**config.mk**
```make
export PLATFORM = sky130hd
export DESIGN_NAME = bus_parity_mon
export DESIGN_NICKNAME = d
export VERILOG_FILES = /design/src/rtl/bus_parity_mon.sv
export SDC_FILE = /design/constraint.sdc
export NUM_CORES = 1
export LEC_CHECK = 0
export ABC_AREA = 1
export CORE_MARGIN = 3
export CORE_UTILIZATION = 53
export DETAILED_ROUTE_END_ITERATION = 10
export HOLD_SLACK_MARGIN = 0.15
export PLACE_DENSITY = 0.84
export SKIP_CTS_REPAIR_TIMING = 1
export SLEW_MARGIN = 20
export SYNTH_ARGS = -nofsm -noshare
export SYNTH_HDL_FRONTEND = slang
export SYNTH_SLANG_ARGS = --single-unit
```
**constraint.sdc**
```tcl
create_clock -name clk -period 3.4 [get_ports clk]
set_clock_uncertainty 0.1 [all_clocks]
set_input_delay 0.68 -clock clk [delete_from_list [all_inputs] [get_ports clk]]
set_output_delay 0.68 -clock clk [all_outputs]
set_load 0.02 [all_outputs]
```
**src/rtl/bus_parity_mon.sv**
```systemverilog
module bus_parity_mon #(
  parameter int DW = 32,
  parameter int BW = 4
) (
  input  logic          clk,
  input  logic          rst_n,
  input  logic [DW-1:0] ad,
  input  logic [BW-1:0] cbe_n,
  input  logic          par,
  input  logic          frame_n,
  input  logic          irdy_n,
  input  logic          trdy_n,
  input  logic          is_master,
  input  logic          is_read,
  input  logic          cmd_perr_en,
  input  logic          cmd_serr_en,
  input  logic          flag_clr,
  output logic          serr_n_o,
  output logic          serr_oe,
  output logic          perr_n_o,
  output logic          perr_oe,
  output logic          addr_perr,
  output logic          mabort_req,
  output logic          det_perr,
  output logic          sig_serr
);

  logic [DW-1:0] ad_q;
  logic [BW-1:0] cbe_q;
  logic frm_q, addr_v, data_v, rpt_q, mrd_q;
  logic serr_lo, serr_hi, perr_lo, perr_hi, det_q, sig_q;

  logic first_clk, done, bad, a_err, d_err, serr_set, perr_set;

  assign first_clk = !frame_n && frm_q;
  assign done      = !irdy_n && !trdy_n;
  assign bad       = ^{ad_q, cbe_q, par};
  assign a_err     = addr_v && bad;
  assign d_err     = data_v && bad;
  assign serr_set  = a_err && cmd_perr_en && cmd_serr_en;
  assign perr_set  = d_err && rpt_q && cmd_perr_en;

  always_ff @(posedge clk) begin
    if (!rst_n) begin
      ad_q    <= '0;
      cbe_q   <= '0;
      frm_q   <= 1'b1;
      addr_v  <= 1'b0;
      data_v  <= 1'b0;
      rpt_q   <= 1'b0;
      mrd_q   <= 1'b0;
      serr_lo <= 1'b0;
      serr_hi <= 1'b0;
      perr_lo <= 1'b0;
      perr_hi <= 1'b0;
      det_q   <= 1'b0;
      sig_q   <= 1'b0;
    end else begin
      ad_q    <= ad;
      cbe_q   <= cbe_n;
      frm_q   <= frame_n;
      addr_v  <= first_clk;
      data_v  <= done && !first_clk;
      rpt_q   <= (is_master == is_read);
      mrd_q   <= is_master && is_read;
      serr_lo <= serr_set;
      serr_hi <= serr_lo && !serr_set;
      perr_lo <= perr_set;
      perr_hi <= perr_lo && !perr_set;
      if (a_err || d_err) det_q <= 1'b1;
      else if (flag_clr)  det_q <= 1'b0;
      if (serr_set)       sig_q <= 1'b1;
      else if (flag_clr)  sig_q <= 1'b0;
    end
  end

  assign serr_n_o   = !serr_lo;
  assign serr_oe    = serr_lo || serr_hi;
  assign perr_n_o   = !perr_lo;
  assign perr_oe    = perr_lo || perr_hi;
  assign addr_perr  = a_err;
  assign mabort_req = d_err && mrd_q;
  assign det_perr   = det_q;
  assign sig_serr   = sig_q;

endmodule

```
## Yosys cells after proc, flatten, opt, wreduce, memory -nomap -nowiden

Index checks and enable logic that the tools add are counted.
W data, S select, Z words.

| word-level totals | value |
|---|---|
| flip-flop bits (word level) | 47 |
| input port bits | 47 |
| output and inout bits | 8 |
| logic and storage cells | 44 |

| cells by class | value |
|---|---|
| equality and inequality tests | 1 |
| mux-type cells | 3 |
| reduce and logical (&&, ||, !) cells | 27 |

Operators with widths:

| cell | count |
|---|---|
| $reduce_xor A37 Y1 | 1 |
| $logic_and A1 B1 Y1 | 13 |
| $logic_not A1 Y1 | 8 |
| $reduce_bool A2 Y1 | 2 |
| $logic_or A1 B1 Y1 | 3 |
| $mux W1 | 3 |
| $eq A1 B1 Y1 | 1 |

## Logic depth before layout (Yosys ltp)

| logic depth | value |
|---|---|
| depth after elaboration | 6 |
| gate-level depth with buffers | 17 |

## Least setup slack after synthesis

Ideal clock, no wire load.

| path | value |
|---|---|
| path kind | input-to-output |
| start point | in par |
| end point | out mabort_req |
| arrival | 1.778 ns |
| slack | 0.842 ns |
| stages | 15 |
| path through | inv_1 > nand2_1 > nand2_1 > nand2_1 > nand2_1 > nand2_1 > nand2_2 > nand2_2 > inv_1 > nor2_1 > nand2_1 > nand2_1 > nand2_2 > nand3_1 > nor2_1 |

| on the way | value |
|---|---|
| word-level cells in the longest chain between the ends | 3 |

RTL lines:

| element | RTL line | source |
|---|---|---|
| start: declaration | 9 | `input logic par,` |
| $reduce_xor A37 Y1 | 37 | `assign bad = ^{ad_q, cbe_q, par};` |
| $logic_and A1 B1 Y1 | 39 | `assign d_err = data_v && bad;` |
| $logic_and A1 B1 Y1 | 82 | `assign mabort_req = d_err && mrd_q;` |
| end: declaration | 23 | `output logic mabort_req,` |

Every way passes these cells.

## Worst setup path after layout

Same ends and word-level chain as after synthesis.

==> summary.txt <==
Crit path DAT -> 2.06 ns
Yosys warns -> 0
Crit Path Max Fanout -> 3
Post-route clock period utilization -> 0.836
Routed Wire Length -> 4.12 mm
Post-synth design cell area -> 2300 um2
Clock Tree Root -> clkbuf_8
Max-cap viol count -> 0
Largest net degree at the start of global routing -> 26
Vias/cell -> 4.38
Final ANT Viol Nets -> 0
Port bufs -> 54
Total number of vias -> 2131
Clock sink total -> 47
Diode count -> 0
First-pass GRT wire length -> 7.36 mm
Buf+Inv Stages, Crit Path -> 4
GPL Wtd Cong -> 0.764
Htree depth -> 2
Clock Pin Slew Worst Setup and Hold Paths -> 0.08 ns
WL per Instance -> 8.47 um
Initial antenna violation count -> 0
GRT overflow -> 0
Post-synthesis sequential element count -> 47
CP endpoint kind -> output port
Slowest cell on crit path -> buf_4
Finished Core Util -> 0.734
Commonest non-fill, non-tap cell in the layout -> nand2_1
WP data required -> 2.62 ns
Slew Limit Fails -> 0
Sw Ratio -> 0.278
I/O Pins -> 55
FMAX -> 352 MHz
Post-Syn Nets -> 423
Max incr delay on CP -> 0.16 ns
DIE HEIGHT -> 71.9 um
Commonest cells after routing, fill and taps aside -> nand2_1 (200), inv_1 (75), clkdlybuf4s50_1 (51)
Crit-path cells -> dlymetal6s2s_1, inv_1, nand2_1, nand2_1, nand2_1, nand2_1, nand2_1, nand2_2, nand2_2, inv_1, nor2_1, nand2_1, nand2_1, nand2_2, nand3_1, nor2_1, buf_4
Worst slew pin tran -> 0.365 ns
P_int -> 0.000843 W
DIE WIDTH -> 71.9 um
RSZ-0062 raised after global routing -> false
Global-route usage over all layers -> 0.175
Non-filler cells, final -> 486
Total Nets Final -> 483
Pwr dens -> 389 nW/um2
Starting Density -> 0.564
Initial drt markers -> 94
Hold slack -> 0.339 ns
Num CTS Buffers -> 5
Clock Tree Buf Depth -> 2
Reg power frac -> 0.511
Final-report hold violation count -> 0
Worst VDD drop -> 285 uV
Post-route setup slack -> 0.556 ns
Clk Latency, worst-skew pair -> 0.29 ns
Area post-placement -> 2910 um2
Fraction of layout cells with a size suffix above 1 -> 0.0711
Core Rows -> 23
Mean area per synthesized cell -> 6.15 um2
Final setup fails -> 0
Drt first pass iters -> 4
Residual DRC -> 0
Switch Pwr -> 0.000324 W
Power share of the combinational group -> 0.217
Startpoint types -> input port
Vias in the first global route -> 1957
Seq/Total Area, Yosys -> 0.408
Max_slew headroom -> 0.751
Placed Cells -> 478
Tightest Hold Check Type -> flop to flop
Status -> completed
Die Area -> 5180 um2
CP Class -> input port to output port
Most frequent CP cell -> nand2_1
Pre-CTS setup slack -> -0.235 ns
Post-synthesis cell count -> 375
Clock tree from TritonCTS -> yes
Core area -> 4090 um2
DP HPWL -> 3.39 mm
Final instance area -> 3000 um2
Leak -> 1.82 nW
Final min period -> 2.84 ns
Number of library cell types mapped by synthesis -> 19
CP delay by family, top -> simple AND/OR/NAND/NOR gates
Clock network power share -> 0.273
Area growth, synth to finish -> 30.1%
through the flow:
stage / TNS [ns] / total power [W]
2_1_floorplan: 0 / 0.000770
3_3_place_gp: -0.259 / 0.000854
3_5_place_dp: -0.406 / 0.000864
4_1_cts: -0.436 / 0.00118
5_1_grt: 0 / 0.00124
6_report: 0 / 0.00117
tightest hold or removal path, cell delays in order (launching register included):
cell and delay, ns:
dfxtp_1 0.31, nand2_1 0.06, nor2_1 0.03
cells in the mapped netlist (all sizes together):
cell type	number	share of area
xnor2	6	0.023
xor2	4	0.015
clkbuf	3	0.0049
dfxtp	47	0.41
nand4	1	0.0027
inv	81	0.13
ha	1	0.0054
buf	2	0.0071
nor2	8	0.014
or2	2	0.0054
nand2	207	0.34
nand3	11	0.030
o21bai	1	0.0033
a2111oi	1	0.0038
worst paths after layout:
check                           from                  to  slack [ns]  depth (start not counted)
setup reg to reg  ad_q[7]$_SDFF_PN0_  serr_hi$_SDFF_PN0_        1.59                         16
hold reg to reg     frm_q$_SDFF_PN1_   addr_v$_SDFF_PN0_        0.34                          2
setup / recovery                 par          mabort_req        0.56                         17
hold / removal      frm_q$_SDFF_PN1_   addr_v$_SDFF_PN0_        0.34                          2
routing by layer:
metal / GRT usage / wire length [um] / share of wire
met4: 0.0647 / 65 / 0.016
met1: 0.199 / 1780 / 0.43
met3: 0.0457 / 254 / 0.062
met5: 0 / 0 / 0
met2: 0.314 / 2020 / 0.49
area by class of cell:
class,instances,area [um2]
flip-flops and latches,47,941
well taps,50,62.6
inverters,81,304
fillers,327,1090
repair buffers,58,573
clock buffers,6,72.6
multi-input cells,242,1030
clock inverters,2,12.5
registers in the layout, indices dropped and copies added (netlist names):
signal and cells:
ad_q 32, serr_lo 1, cbe_q 4, perr_lo 1, addr_v 1, frm_q 1, rpt_q 1, data_v 1
sig_serr 1, det_perr 1, serr_hi 1, mrd_q 1, perr_hi 1
cells by family (layout without fill, tap and decap cells):
family                   Yosys count  in the layout  share of synthesized area
XOR/XNOR                          10             10                     0.0380
buffers and inverters             86            147                      0.144
flip-flops                        47             47                      0.408
AO/OA/AOI/OAI                      2              2                    0.00706
adder cells (fa/ha/maj)            1              1                    0.00543
AND/OR/NAND/NOR                  229            229                      0.397
power by group through the flow:
stage	Clock, W	Combinational [W]	Sequential (W)
global route	0.000352	0.000292	0.000600
finish	0.000318	0.000253	0.000596
CTS	0.000327	0.000256	0.000597
global placement	0	0.000247	0.000608
detailed placement	0	0.000254	0.000609
floorplan	0	0.000162	0.000608
Note: power is estimated with default switching activity, not from simulation.
